### config.mk
export PLATFORM = sky130hd
export DESIGN_NAME = map_cmd_exec
export DESIGN_NICKNAME = d
export VERILOG_FILES = /design/src/rtl/map_cmd_pkg.sv /design/src/rtl/map_cmd_fields.sv /design/src/rtl/map_cmd_limits.sv /design/src/rtl/map_cmd_entry.sv /design/src/rtl/map_cmd_exec.sv
export SDC_FILE = /design/constraint.sdc
export NUM_CORES = 1
export LEC_CHECK = 0
export ABC_CLOCK_PERIOD_IN_PS = 4200
export BUFFER_PORTS_ARGS = -buffer_cell sky130_fd_sc_hd__buf_2
export CELL_PAD_IN_SITES_DETAIL_PLACEMENT = 0
export CELL_PAD_IN_SITES_GLOBAL_PLACEMENT = 1
export CORE_ASPECT_RATIO = 1.4
export CORE_MARGIN = 3
export CORE_UTILIZATION = 41
export DETAILED_ROUTE_END_ITERATION = 6
export PLACE_DENSITY = 0.92
export SLEW_MARGIN = 20
export SYNTH_ARGS = -nofsm -noshare
export SYNTH_HDL_FRONTEND = slang
export SYNTH_SLANG_ARGS = --single-unit
### constraint.sdc
create_clock -name clk -period 4.2 [get_ports clk]
set_clock_uncertainty 0.2 [all_clocks]
set_input_delay 0.63 -clock clk [delete_from_list [all_inputs] [get_ports clk]]
set_output_delay 0.63 -clock clk [all_outputs]
set_load 0.02 [all_outputs]
### src/rtl/map_cmd_pkg.sv
package map_cmd_pkg;

    typedef enum logic [2:0] {
        ST_IDLE,
        ST_RD_W1,
        ST_RD_W2,
        ST_RD_DEV,
        ST_CHECK,
        ST_WR_LO,
        ST_WR_HI
    } mc_state_e;

    localparam logic [7:0] OPC_MAP_EXPLICIT = 8'h0A;
    localparam logic [7:0] OPC_MAP_SELF     = 8'h0B;

    localparam int unsigned LPI_FLOOR  = 8192;
    localparam int unsigned SPUR_VALUE = 1023;

endpackage

### src/rtl/map_cmd_fields.sv
module map_cmd_fields #(
    parameter int DEV_W  = 32,
    parameter int EVT_W  = 32,
    parameter int COLL_W = 16
) (
    input  logic [63:0]       word0,
    input  logic [63:0]       word1,
    input  logic [63:0]       word2,
    output logic [7:0]        opcode,
    output logic [DEV_W-1:0]  dev_id,
    output logic [EVT_W-1:0]  evt_id,
    output logic [31:0]       int_id,
    output logic [COLL_W-1:0] coll_id
);
    always_comb begin
        opcode  = word0[7:0];
        dev_id  = word0[32 +: DEV_W];
        evt_id  = word1[EVT_W-1:0];
        int_id  = word1[63:32];
        coll_id = word2[COLL_W-1:0];
    end
endmodule

### src/rtl/map_cmd_limits.sv
module map_cmd_limits #(
    parameter int DEV_W  = 32,
    parameter int EVT_W  = 32,
    parameter int COLL_W = 16
) (
    input  logic              self_form,
    input  logic [DEV_W-1:0]  dev_id,
    input  logic [EVT_W-1:0]  evt_id,
    input  logic [31:0]       int_id,
    input  logic [COLL_W-1:0] coll_id,
    input  logic              dev_valid,
    input  logic [4:0]        dev_size,
    input  logic [DEV_W-1:0]  max_dev,
    input  logic [COLL_W-1:0] max_coll,
    input  logic [4:0]        id_bits,
    output logic              dev_in_range,
    output logic              accept
);
    import map_cmd_pkg::*;

    localparam int LIM_W = 34;

    logic [LIM_W-1:0] evt_limit;
    logic [LIM_W-1:0] id_limit;
    logic             evt_ok;
    logic             id_ok;
    logic             coll_ok;

    always_comb begin
        evt_limit    = LIM_W'(1) << ({1'b0, dev_size} + 6'd1);
        id_limit     = LIM_W'(1) << ({1'b0, id_bits} + 6'd1);
        dev_in_range = (dev_id <= max_dev);
        coll_ok      = (coll_id <= max_coll);
        evt_ok       = (LIM_W'(evt_id) <= evt_limit);
        id_ok        = self_form ||
                       ((LIM_W'(int_id) >= LIM_W'(LPI_FLOOR)) &&
                        (LIM_W'(int_id) <= id_limit));
        accept       = dev_in_range && coll_ok && dev_valid && evt_ok && id_ok;
    end
endmodule

### src/rtl/map_cmd_entry.sv
module map_cmd_entry #(
    parameter int ADDR_W     = 48,
    parameter int EVT_W      = 32,
    parameter int COLL_W     = 16,
    parameter int ID_FIELD_W = 24
) (
    input  logic              self_form,
    input  logic [EVT_W-1:0]  evt_id,
    input  logic [31:0]       int_id,
    input  logic [COLL_W-1:0] coll_id,
    input  logic [63:0]       dev_entry,
    output logic [ADDR_W-1:0] lo_addr,
    output logic [ADDR_W-1:0] hi_addr,
    output logic [63:0]       lo_data,
    output logic [63:0]       hi_data
);
    import map_cmd_pkg::*;

    localparam int BASE_HI  = ADDR_W - 3;
    localparam int SPUR_LSB = 2 + ID_FIELD_W;

    logic [ADDR_W-1:0] table_base;
    logic [31:0]       chosen_id;

    always_comb begin
        table_base = {dev_entry[BASE_HI:6], 8'h00};
        lo_addr    = table_base + {{(ADDR_W-EVT_W-4){1'b0}}, evt_id, 4'h0};
        hi_addr    = lo_addr + ADDR_W'(8);
        chosen_id  = self_form ? 32'(evt_id) : int_id;
        lo_data    = '0;
        lo_data[0] = 1'b1;
        lo_data[1] = 1'b1;
        lo_data[2 +: ID_FIELD_W] = chosen_id[ID_FIELD_W-1:0];
        lo_data[SPUR_LSB +: 10]  = 10'(SPUR_VALUE);
        hi_data    = {{(64-COLL_W){1'b0}}, coll_id};
    end
endmodule

### src/rtl/map_cmd_exec.sv
module map_cmd_exec #(
    parameter int ADDR_W     = 48,
    parameter int OFF_W      = 20,
    parameter int DEV_W      = 32,
    parameter int EVT_W      = 32,
    parameter int COLL_W     = 16,
    parameter int ID_FIELD_W = 24
) (
    input  logic              clk,
    input  logic              rst_n,
    input  logic              cmd_start,
    input  logic [63:0]       cmd_word0,
    input  logic [OFF_W-1:0]  cmd_offset,
    input  logic [ADDR_W-1:0] cfg_queue_base,
    input  logic [ADDR_W-1:0] cfg_dev_base,
    input  logic [DEV_W-1:0]  cfg_max_dev,
    input  logic [COLL_W-1:0] cfg_max_coll,
    input  logic [4:0]        cfg_id_bits,
    output logic              mem_req,
    output logic              mem_we,
    output logic [ADDR_W-1:0] mem_addr,
    output logic [63:0]       mem_wdata,
    input  logic              mem_ack,
    input  logic [63:0]       mem_rdata,
    input  logic              mem_err,
    output logic              cmd_done,
    output logic              cmd_err
);
    import map_cmd_pkg::*;

    localparam int DEV_PAD = ADDR_W - DEV_W - 3;
    localparam int OFF_PAD = ADDR_W - OFF_W;

    typedef struct packed {
        mc_state_e         st;
        logic [7:0]        opc;
        logic [DEV_W-1:0]  dev;
        logic [OFF_W-1:0]  off;
        logic [63:0]       w1;
        logic [COLL_W-1:0] coll;
        logic [63:0]       dte;
        logic              req;
        logic              we;
        logic [ADDR_W-1:0] addr;
        logic [63:0]       wdata;
        logic              done;
        logic              err;
    } regs_t;

    regs_t r_q, r_d;

    logic [7:0]        start_opc;
    logic [DEV_W-1:0]  start_dev;
    logic [EVT_W-1:0]  evt_id;
    logic [31:0]       int_id;
    logic [COLL_W-1:0] rd_coll;
    logic              self_form;
    logic              dev_in_range;
    logic              accept;
    logic [ADDR_W-1:0] lo_addr;
    logic [ADDR_W-1:0] hi_addr;
    logic [63:0]       lo_data;
    logic [63:0]       hi_data;
    logic [ADDR_W-1:0] q_addr;

    map_cmd_fields #(.DEV_W(DEV_W), .EVT_W(EVT_W), .COLL_W(COLL_W)) u_fields (
        .word0   (cmd_word0),
        .word1   (r_q.w1),
        .word2   (mem_rdata),
        .opcode  (start_opc),
        .dev_id  (start_dev),
        .evt_id  (evt_id),
        .int_id  (int_id),
        .coll_id (rd_coll)
    );

    assign self_form = (r_q.opc == OPC_MAP_SELF);

    map_cmd_limits #(.DEV_W(DEV_W), .EVT_W(EVT_W), .COLL_W(COLL_W)) u_limits (
        .self_form    (self_form),
        .dev_id       (r_q.dev),
        .evt_id       (evt_id),
        .int_id       (int_id),
        .coll_id      (r_q.coll),
        .dev_valid    (r_q.dte[0]),
        .dev_size     (r_q.dte[5:1]),
        .max_dev      (cfg_max_dev),
        .max_coll     (cfg_max_coll),
        .id_bits      (cfg_id_bits),
        .dev_in_range (dev_in_range),
        .accept       (accept)
    );

    map_cmd_entry #(
        .ADDR_W(ADDR_W), .EVT_W(EVT_W), .COLL_W(COLL_W), .ID_FIELD_W(ID_FIELD_W)
    ) u_entry (
        .self_form (self_form),
        .evt_id    (evt_id),
        .int_id    (int_id),
        .coll_id   (r_q.coll),
        .dev_entry (r_q.dte),
        .lo_addr   (lo_addr),
        .hi_addr   (hi_addr),
        .lo_data   (lo_data),
        .hi_data   (hi_data)
    );

    assign q_addr = cfg_queue_base + {{OFF_PAD{1'b0}}, r_q.off};

    always_comb begin
        r_d      = r_q;
        r_d.done = 1'b0;
        r_d.err  = 1'b0;
        unique case (r_q.st)
            ST_IDLE: begin
                if (cmd_start) begin
                    r_d.opc = start_opc;
                    r_d.dev = start_dev;
                    r_d.off = cmd_offset;
                    if (start_opc == OPC_MAP_EXPLICIT || start_opc == OPC_MAP_SELF) begin
                        r_d.st   = ST_RD_W1;
                        r_d.req  = 1'b1;
                        r_d.we   = 1'b0;
                        r_d.addr = cfg_queue_base + {{OFF_PAD{1'b0}}, cmd_offset}
                                   + ADDR_W'(8);
                    end else begin
                        r_d.done = 1'b1;
                    end
                end
            end
            ST_RD_W1: begin
                if (mem_ack) begin
                    if (mem_err) begin
                        r_d.st = ST_IDLE; r_d.req = 1'b0;
                        r_d.done = 1'b1;  r_d.err = 1'b1;
                    end else begin
                        r_d.w1   = mem_rdata;
                        r_d.addr = q_addr + ADDR_W'(16);
                        r_d.st   = ST_RD_W2;
                    end
                end
            end
            ST_RD_W2: begin
                if (mem_ack) begin
                    if (mem_err) begin
                        r_d.st = ST_IDLE; r_d.req = 1'b0;
                        r_d.done = 1'b1;  r_d.err = 1'b1;
                    end else begin
                        r_d.coll = rd_coll;
                        if (dev_in_range) begin
                            r_d.addr = cfg_dev_base + {{DEV_PAD{1'b0}}, r_q.dev, 3'b000};
                            r_d.st   = ST_RD_DEV;
                        end else begin
                            r_d.st   = ST_IDLE;
                            r_d.req  = 1'b0;
                            r_d.done = 1'b1;
                        end
                    end
                end
            end
            ST_RD_DEV: begin
                if (mem_ack) begin
                    r_d.req = 1'b0;
                    if (mem_err) begin
                        r_d.st = ST_IDLE;
                        r_d.done = 1'b1; r_d.err = 1'b1;
                    end else begin
                        r_d.dte = mem_rdata;
                        r_d.st  = ST_CHECK;
                    end
                end
            end
            ST_CHECK: begin
                if (accept) begin
                    r_d.st    = ST_WR_LO;
                    r_d.req   = 1'b1;
                    r_d.we    = 1'b1;
                    r_d.addr  = lo_addr;
                    r_d.wdata = lo_data;
                end else begin
                    r_d.st   = ST_IDLE;
                    r_d.done = 1'b1;
                end
            end
            ST_WR_LO: begin
                if (mem_ack) begin
                    if (mem_err) begin
                        r_d.st = ST_IDLE; r_d.req = 1'b0; r_d.we = 1'b0;
                        r_d.done = 1'b1;  r_d.err = 1'b1;
                    end else begin
                        r_d.addr  = hi_addr;
                        r_d.wdata = hi_data;
                        r_d.st    = ST_WR_HI;
                    end
                end
            end
            ST_WR_HI: begin
                if (mem_ack) begin
                    r_d.st   = ST_IDLE;
                    r_d.req  = 1'b0;
                    r_d.we   = 1'b0;
                    r_d.done = 1'b1;
                    r_d.err  = mem_err;
                end
            end
            default: begin
                r_d.st  = ST_IDLE;
                r_d.req = 1'b0;
                r_d.we  = 1'b0;
            end
        endcase
    end

    always_ff @(posedge clk) begin
        if (!rst_n) begin
            r_q    <= '0;
            r_q.st <= ST_IDLE;
        end else begin
            r_q <= r_d;
        end
    end

    assign mem_req   = r_q.req;
    assign mem_we    = r_q.we;
    assign mem_addr  = r_q.addr;
    assign mem_wdata = r_q.wdata;
    assign cmd_done  = r_q.done;
    assign cmd_err   = r_q.err;

endmodule

Word level (Yosys, flattened, before mapping)
Cells that the tools add are included.

Add/subtract/negate cells: 9. $lt $le $gt $ge: 5. Equality and inequality tests: 24. Shift operators: 2. Mux-type cells: 49. Bitwise gates (word level): 2. Reductions and logical operators: 21.

Operator list (count): 48-bit two-way mux (5); 48-bit case mux with 5 select lines (1); 64-bit case mux with 2 select lines (1); 116-bit two-way mux (1); 114-bit two-way mux (1); 112-bit two-way mux (1); 50-bit two-way mux (2); 48-bit by 20-bit adder with 48-bit output (2); 48-bit by 4-bit adder with 48-bit output, second input constant (2); 32-bit by 34-bit <= comparator with 1-bit output (2); 1-bit by 6-bit left shift with 34-bit output, first input constant (2); 63-bit two-way mux (1); 48-bit by 35-bit adder with 48-bit output (1); 48-bit by 36-bit adder with 48-bit output (1); 48-bit by 5-bit adder with 48-bit output, second input constant (1); 32-bit by 14-bit greater-or-equal comparator with 1-bit output, second input constant (1); 32-bit <= comparator (1); 3-bit two-way mux (10); 2-bit inequality test, second input constant (14); 8-bit by 4-bit == test with 1-bit output, second input constant (3); 24-bit two-way mux (1); 11-bit AND reduction (2); 3-bit case mux with 7 select lines (1); 16-bit <= comparator (1); 23 further kinds (54).

Register bits after elaboration: 323. Input bits: 302. Output and inout port bits: 116. Word-level logic and storage cells: 125.

Logic depth before layout (Yosys ltp)
Gate-level depths: netlist of run 1.

Depth after elaboration: 8. Depth in mapped cells: 18. Depth with buffers taken out: 14.

Hierarchy
From an unflattened synthesis of run 1, not the netlist that was laid out.

Cells, all modules: 3695. Area total of the unflattened synthesis: 28122.0 sq um.

By module, submodules not included: map_cmd_exec (instances 1, cells each 2626, area an instance 20440.9 sq um, seq. area each 6466.2 sq um); map_cmd_entry (instances 1, cells each 498, area an instance 3611.0 sq um, seq. area each 0.0 sq um); map_cmd_limits (instances 1, cells each 451, area an instance 3169.3 sq um, seq. area each 0.0 sq um); map_cmd_fields (instances 1, cells each 120, area an instance 900.9 sq um, seq. area each 0.0 sq um).

Worst setup path before layout of run 1
OpenSTA, ideal clock, no wires.

Kind: input port to flip-flop. Start: input cmd_offset[1]. End: register r_q (netlist bit mem_addr[29]). Setup time: 0.126 ns. Data arrival time: 3.635 ns. Required time: 3.874 ns. Setup slack: 0.239 ns. Stages on the path: 13. Path buffers: 1. Cell sequence: ha_1 > ha_1 > fa_1 > a211oi_1 > o21ai_1 > a31oi_1 > o31a_1 > o31a_1 > clkbuf_1 > nor2_1 > a221o_1 > a222oi_1 > a21oi_1.

Cells in the longest elaborated chain, start to end: 5.

Ends and longest elaborated chain: start, declared (line map_cmd_exec.sv:13) `input logic [OFF_W-1:0] cmd_offset,`; 48-bit by 20-bit adder with 48-bit output (line map_cmd_exec.sv:124) `r_d.addr = cfg_queue_base + {{OFF_PAD{1'b0}}, cmd_offset}`; 48-bit by 4-bit adder with 48-bit output (line map_cmd_exec.sv:125) `+ ADDR_W'(8);`; 50-bit two-way mux (line map_cmd_exec.sv:120) `if (start_opc == OPC_MAP_EXPLICIT || start_opc == OPC_MAP_SELF) begin`; 50-bit two-way mux (line map_cmd_exec.sv:116) `if (cmd_start) begin`; 48-bit case mux with 5 select lines (line map_cmd_exec.sv:114) `unique case (r_q.st)`; end signal, assigned (line map_cmd_exec.sv:219) `r_q <= r_d;`; end, declared (line map_cmd_exec.sv:50) `regs_t r_q, r_d;`.

Every way passes these cells. The select of a mux whose other input is x is not followed. A chain may end at the register's enable or synchronous reset.

Final worst setup path of run 1
Start: register r_q[121] (netlist name). End: register r_q (netlist bit mem_wdata[18]).

Cells in the longest elaborated chain, start to end: 7.

Ends and longest elaborated chain: 5-bit by 1-bit adder with 6-bit output (line map_cmd_limits.sv:30) `evt_limit = LIM_W'(1) << ({1'b0, dev_size} + 6'd1);`; 1-bit by 6-bit left shift with 34-bit output (line map_cmd_limits.sv:30); 32-bit by 34-bit <= comparator with 1-bit output (line map_cmd_limits.sv:34) `evt_ok = (LIM_W'(evt_id) <= evt_limit);`; 1-bit logical AND (2 in series) (line map_cmd_limits.sv:38) `accept = dev_in_range && coll_ok && dev_valid && evt_ok && id_ok;`; 2-bit inequality test (no source line); 4-bit AND reduction (no source line).

Every way passes these cells.

==> run metrics, run 1 <==
status complete, no violations; largest area contributor in the synthesized netlist dfxtp_1; post-route ant nets 0; Syn Area/Cell 7.45 um^2; Initial Utilization 41.8%; hold_buf cts 0; RSZ-0062 raised after global routing false; io pins 418; RR Startpoint r_q[121]; flops & latches, synth 268; TNS Setup 0 ps; WL final 79700 um; via count 22300; critical path type flop to flop; synth top area cells dfxtp_1 (24%), ha_1 (14%), nand2_1 (11%); Critical Path, Cell by Cell nor3b_1, nand2_1, ha_1, a211oi_1, o211ai_1, o221ai_1, o2111ai_1, o211ai_1, nand4_1, a211o_1, o2bb2ai_4, buf_12, nand3_1, o21ai_0; clk buf depth 3; crit end category flop; Root Buffer clkbuf_16; crit path max-delay cell type nor3b_1; Vias/cell 5.65; standard-cell row count 99; Mapped Area 21900 um^2; CTS sink cnt 268; VDD IR max 355 uV; CP required 4470 ps; Cell variety after synth 93; crit-path max cell delay 450 ps; first-pass GRT wire length 121000 um; cts bufs inserted 31; post-route non-filler standard cell count 3945; HPWL after DPL 63100 um; Clk Latency, worst-skew pair 600 ps; Largest delay share family, worst path compound AO/OA/AOI/OAI gates; Initial DRC Count 1601; fmax 260 MHz; fraction of layout cells with a size suffix above 1 17.2%; CTS tree built; Slew HR 33.9%; CP bufs+invs 1; nets 3761; ys async rst share 0%; Slew Limit Fails 0; Die Height 280 um; leakage 11.4 nW; GRT Total Usage 26.9%; Hold Vio Cnt, Final 0; H-tree levels 1; Yosys top cell area share 24.5%; Area Growth Syn to Fin 15.4%; Port Buffer Count 365; initial antenna violation count 9; Startpoint Class flop; hold path start mem_rdata[59]; Hold WC Path Type input port to flop; minimum clock period 3850 ps; most frequent CP cell o211ai_1; Tcrit/Tclk final 91.6%; clk slew on worst S/H paths 60 ps; Critical Path Source r_q[121]; Max Cap Viol 0; register area share after synthesis 24.5%; synth warn 0; final-report setup violation count 0; final setup margin 351 ps; top_reg_cell synth dfxtp_1; WHS 66.5 ps; worst slack at placement 20.8 ps; # DRC 0; placed cell count 3877; GRT Residual Overflow 0; largest net degree at the start of global routing 118; CP max FO 23; EDFF count, synth 0; Die Footprint 56300 um^2; WP data arrival 4120 ps; Final Wtd Congestion 0.958; Initial DRT Pass Iterations 6; post-DR wirelength/cell 20.2 um; core area 52500 um^2; pwr dens 459 nW/um^2; Syn Inst Count 2944; Die X-Extent 201 um; vias in the first global route 21500; Worst Tran Pin Value 991 ps
-- per-stage QoR --
stage                     instance area (um^2)  utilization [%]  power (W)
after floorplan                          22000                -    0.00688
final                                    25300             48.2     0.0116
after global routing                     25300             48.1     0.0123
after CTS                                25300             48.1     0.0116
after global placement                   24200             46.1    0.00863
after detailed placement                 24200             46.1    0.00867
-- routing by layer --
metal	GRT usage (%)	share of wire, %	vias up
met1	30.8	38	10400
li1	-	-	10900
met4	13.0	5.2	4
met2	49.1	50	773
met3	3.94	6.8	188
met5	0	0.033	-
-- where the power goes --
| part | internal [W] | total (W) | switching, W |
|---|---|---|---|
| combinational | 0.00209 | 0.00551 | 0.00341 |
| sequential | 0.00290 | 0.00319 | 0.000295 |
| clock | 0.00171 | 0.00291 | 0.00120 |
| total | 0.00670 | 0.0116 | 0.00491 |
-- tightest hold or removal path, delay by kind of cell --
family / cells / cell delay, ps
buffers and inverters: 1 / 90
AOI/OAI and AO/OA: 1 / 50
and+or+nand+nor: 1 / 40
-- layout by cell type (no fill, tap or decap), types with 9 or more instances in the layout --
| cell | synthesis | final |
|---|---|---|
| o21bai_1 | 20 | 20 |
| xor2_1 | 61 | 61 |
| xnor2_1 | 78 | 78 |
| nor2_1 | 116 | 114 |
| a21oi_1 | 382 | 382 |
| o21a_1 | 19 | 18 |
| and2_1 | 10 | 10 |
| buf_12 | 0 | 9 |
| nand3_1 | 63 | 62 |
| nor2b_1 | 25 | 25 |
| o211ai_1 | 22 | 22 |
| a31oi_1 | 37 | 37 |
| a211o_1 | 22 | 22 |
| a21o_1 | 57 | 57 |
| nand2_1 | 619 | 618 |
| dfxtp_1 | 268 | 268 |
| clkbuf_16 | 0 | 31 |
| a221oi_1 | 19 | 19 |
| mux2i_1 | 30 | 30 |
| and4_1 | 12 | 12 |
| nor3_1 | 39 | 39 |
| nor3b_1 | 11 | 10 |
| and3_1 | 26 | 25 |
| diode_2 | 0 | 11 |
| o221ai_1 | 16 | 16 |
| o32ai_1 | 11 | 11 |
| nand2b_1 | 18 | 18 |
| buf_4 | 113 | 87 |
| inv_1 | 94 | 94 |
| conb_1 | 1 | 30 |
| ha_1 | 252 | 252 |
| a211oi_1 | 29 | 29 |
| o22ai_1 | 15 | 15 |
| buf_2 | 15 | 365 |
| nand4_1 | 51 | 51 |
| nor4_1 | 20 | 20 |
| o21ai_0 | 110 | 110 |
-- worst paths after layout --
check             endpoint  slack (ps)  depth (start not counted)
min               r_q[255]          70                          3
max reg2reg  mem_wdata[18]         350                         14
min reg2reg   mem_wdata[0]         240                          2
max          mem_wdata[18]         350                         14
-- cell usage after synthesis (5+ instances only) --
cell type,instances
buf_2,15
ha_1,252
nor2_1,116
a211oi_1,29
nand2_1,619
nand2b_1,18
o21ai_1,6
dfxtp_1,268
a221oi_1,19
o22ai_1,15
o21ai_0,110
buf_4,113
and3_1,26
a21oi_1,382
a211o_1,22
nand4_1,51
o31a_1,5
a222oi_1,6
buf_1,11
o2111ai_1,6
xnor2_1,78
inv_1,94
mux2i_1,30
xor2_1,61
a31oi_1,37
o21bai_1,20
a311oi_1,5
and2_1,10
o221a_2,5
a21o_1,57
nor4_1,20
nor3_1,39
and4_1,12
o211ai_1,22
o32ai_1,11
nand3_1,63
nor3b_1,11
clkbuf_1,124
nor2b_1,25
o21a_1,19
a41oi_1,6
o221ai_1,16
-- repair_timing --
action | 4_1_cts | 5_1_grt
endpoints found under the setup margin | 0 | 11
resized for setup | 0 | 1
buffers inserted | 0 | 0
-- state kept, by name (all words and copies together), names as in the netlist --
| name | cells |
|---|---|
| cmd_done | 1 |
| mem_addr | 48 |
| cmd_err | 1 |
| mem_wdata | 27 |
| r_q | 189 |
| mem_req | 1 |
| mem_we | 1 |
-- logic make-up after synthesis --
logic type / count (synthesis) / synth area share, %
flops: 268 / 24.5
simple gates: 1042 / 21.2
other cells: 1 / 0.0171
mux: 31 / 1.42
fa+ha+maj: 256 / 14.7
buf+inv: 359 / 8.20
compound gates: 848 / 24.4
xor+xnor: 139 / 5.55
-- layout make-up --
| class | instances | area, um^2 |
|---|---|---|
| clock buffers | 35 | 811 |
| inverters | 95 | 362 |
| repair buffers | 461 | 2660 |
| clock inverters | 22 | 274 |
| well taps | 707 | 885 |
| diodes | 11 | 27.5 |
| fillers | 5432 | 27200 |
| multi-input cells | 2346 | 14900 |
| flip-flops and latches | 268 | 5370 |
(Power assumes the default switching activity.)
==> inputs of run 2 (changes only) <==
--- a/config.mk
+++ b/config.mk
@@ -14,6 +14,7 @@
 export CORE_UTILIZATION = 41
 export DETAILED_ROUTE_END_ITERATION = 6
 export PLACE_DENSITY = 0.92
+export REMOVE_ABC_BUFFERS = 1
 export SLEW_MARGIN = 20
 export SYNTH_ARGS = -nofsm -noshare
 export SYNTH_HDL_FRONTEND = slang
==> run 2 against run 1 <==
Against the previous run:
- global-route usage shrank 1.4 points
- count of clock-buffer cells in the layout grew 1
- routed wire length shrank 5.3%
- die area is the same
- first-iteration DRC count shrank 17%
- via count shrank 1.6%
- largest power group unchanged
==> run metrics, run 2 (synthesis gave the netlist of run 1 again) <==
Vias/cell 5.56; Tcrit/Tclk final 92.1%; CTS sink cnt 268; cts bufs inserted 30; HPWL after DPL 59400 um; Gates resized, CTS repair 0; Initial DRT Pass Iterations 5; H-tree levels 1; leakage 11.3 nW; core area 52500 um^2; Clk Latency, worst-skew pair 600 ps; nets 3767; Hold WC Path Type input port to flop; Port Buffer Count 365; final-report setup violation count 0; Largest delay share family, worst path compound AO/OA/AOI/OAI gates; postcts setup bufs 0; CP max FO 5; Internal Power 0.00636 W; clk slew on worst S/H paths 70 ps; Slew HR 41.2%; cell area after placement 24200 um^2; Die Height 280 um; post-route ant nets 0; met1 wire length 30100 um; Die X-Extent 201 um; P_sw 0.00478 W; via count 21900; hold_buf cts 0; clock power share 23.8%; CTS tree built; standard-cell row count 99; Die Footprint 56300 um^2; # DRC 0; first-pass GRT wire length 116000 um; FF-to-FF setup slack 330 ps; GRT Residual Overflow 0; Area Growth Syn to Fin 14.9%; most frequent cells in the layout nand2_1 (618), a21oi_1 (381), buf_2 (365); post-DR wirelength/cell 19.1 um; Root Buffer clkbuf_16; crit path max-delay cell type fa_1; Hold Vio Cnt, Final 0; fraction of layout cells with a size suffix above 1 17.3%; WP data arrival 4160 ps; vias in the first global route 21300; most common cell after layout, fill and taps aside nand2_1; WL final 75500 um; Power, Total 0.0111 W; WHS 63.2 ps; Final Wtd Congestion 0.936; status complete, no violations; initial antenna violation count 12; Initial Utilization 41.8%; cell area after layout 25200 um^2; Filler cells 5471; Reg with most FFs r_q; minimum clock period 3870 ps; most frequent CP cell a211oi_1; fmax 258 MHz; placed cell count 3884; Worst Tran Pin Value 881 ps; Sw Ratio 42.9%; WL met2 37200 um; pwr dens 442 nW/um^2; GRT Total Usage 25.5%; crit end category flop; Max Cap Viol 0; Critical Path, Cell by Cell ha_1, fa_1, a211o_1, a211oi_1, o211ai_1, a41oi_2, a211oi_1, o31ai_2, a21oi_1, xnor2_1, o22ai_1, o221a_2; critical path type flop to flop; io pins 418; highest routing layer actually used met4; post-route non-filler standard cell count 3949; max reg flops 189; largest net degree at the start of global routing 92; RSZ-0062 raised after global routing false; Initial DRC Count 1323; part of the power in registers 28.7%; wire length on met3 4020 um; Comb power frac 47.4%; CP bufs+invs 0; VDD IR max 359 uV; crit-path max cell delay 440 ps; CP required 4490 ps; Slew Limit Fails 0; Startpoint Class flop; clk buf depth 3
## run 2: cell types whose count changed in the layout (fill, tap and decap cells not counted), moves of 2 or more
cell / previous run / this run
buf_12: 9 / 7
buf_4: 87 / 96
inv_6: 6 / 3
clkbuf_8: 2 / 4
clkinv_2: 5 / 7
bufinv_16: 5 / 1
## run 2: path summary, 6_finish.rpt
| kind | start | end | cells after the start |
|---|---|---|---|
| setup / recovery | r_q[200] | mem_addr[40] | 12 |
| setup reg to reg | r_q[200] | mem_addr[40] | 12 |
| hold reg to reg | mem_wdata[1] | mem_wdata[1] | 2 |
| hold / removal | cmd_word0[59] | r_q[307] | 3 |
## run 2: stage by stage
step           util, %  worst slack (ps)  setup TNS (ps)
2_1_floorplan        -              -740          -24040
3_3_place_gp      46.1              78.1               0
3_5_place_dp      46.1              62.2               0
4_1_cts           47.9               300               0
5_1_grt           48.0              1.08               0
6_report          48.0               330               0
## run 2: per-layer routing
metal,track usage (%),vias to the layer above
li1,-,10900
met1,30.0,10100
met2,46.0,747
met3,2.84,176
met4,12.8,0
met5,0,-
## run 2: final cells by class
cell class	count	area, um^2	area share [%]
Antenna cell	11	27.5	0.109
Clock buffer	36	813	3.23
Clock inverter	18	154	0.611
Inverter	95	362	1.43
Multi-Input combinational cell	2346	14900	59.2
Sequential cell	268	5370	21.3
Tap cell	707	885	3.51
Timing Repair Buffer	468	2690	10.7
## run 2: power groups by stage
stage	Combinational [W]	Clock (W)	Sequential, W
3_3_place_gp	0.00520	0	0.00325
5_1_grt	0.00584	0.00282	0.00323
2_1_floorplan	0.00310	0	0.00337
6_report	0.00529	0.00265	0.00320
3_5_place_dp	0.00522	0	0.00325
4_1_cts	0.00526	0.00272	0.00320
## run 2: worst reg2reg max path: stages (launching register included)
cell	delay (ps)
dfxtp_1	360
ha_1	240
fa_1	440
a211o_1	310
a211oi_1	410
o211ai_1	230
a41oi_2	330
a211oi_1	190
o31ai_2	410
a21oi_1	150
xnor2_1	180
o22ai_1	110
o221a_2	240
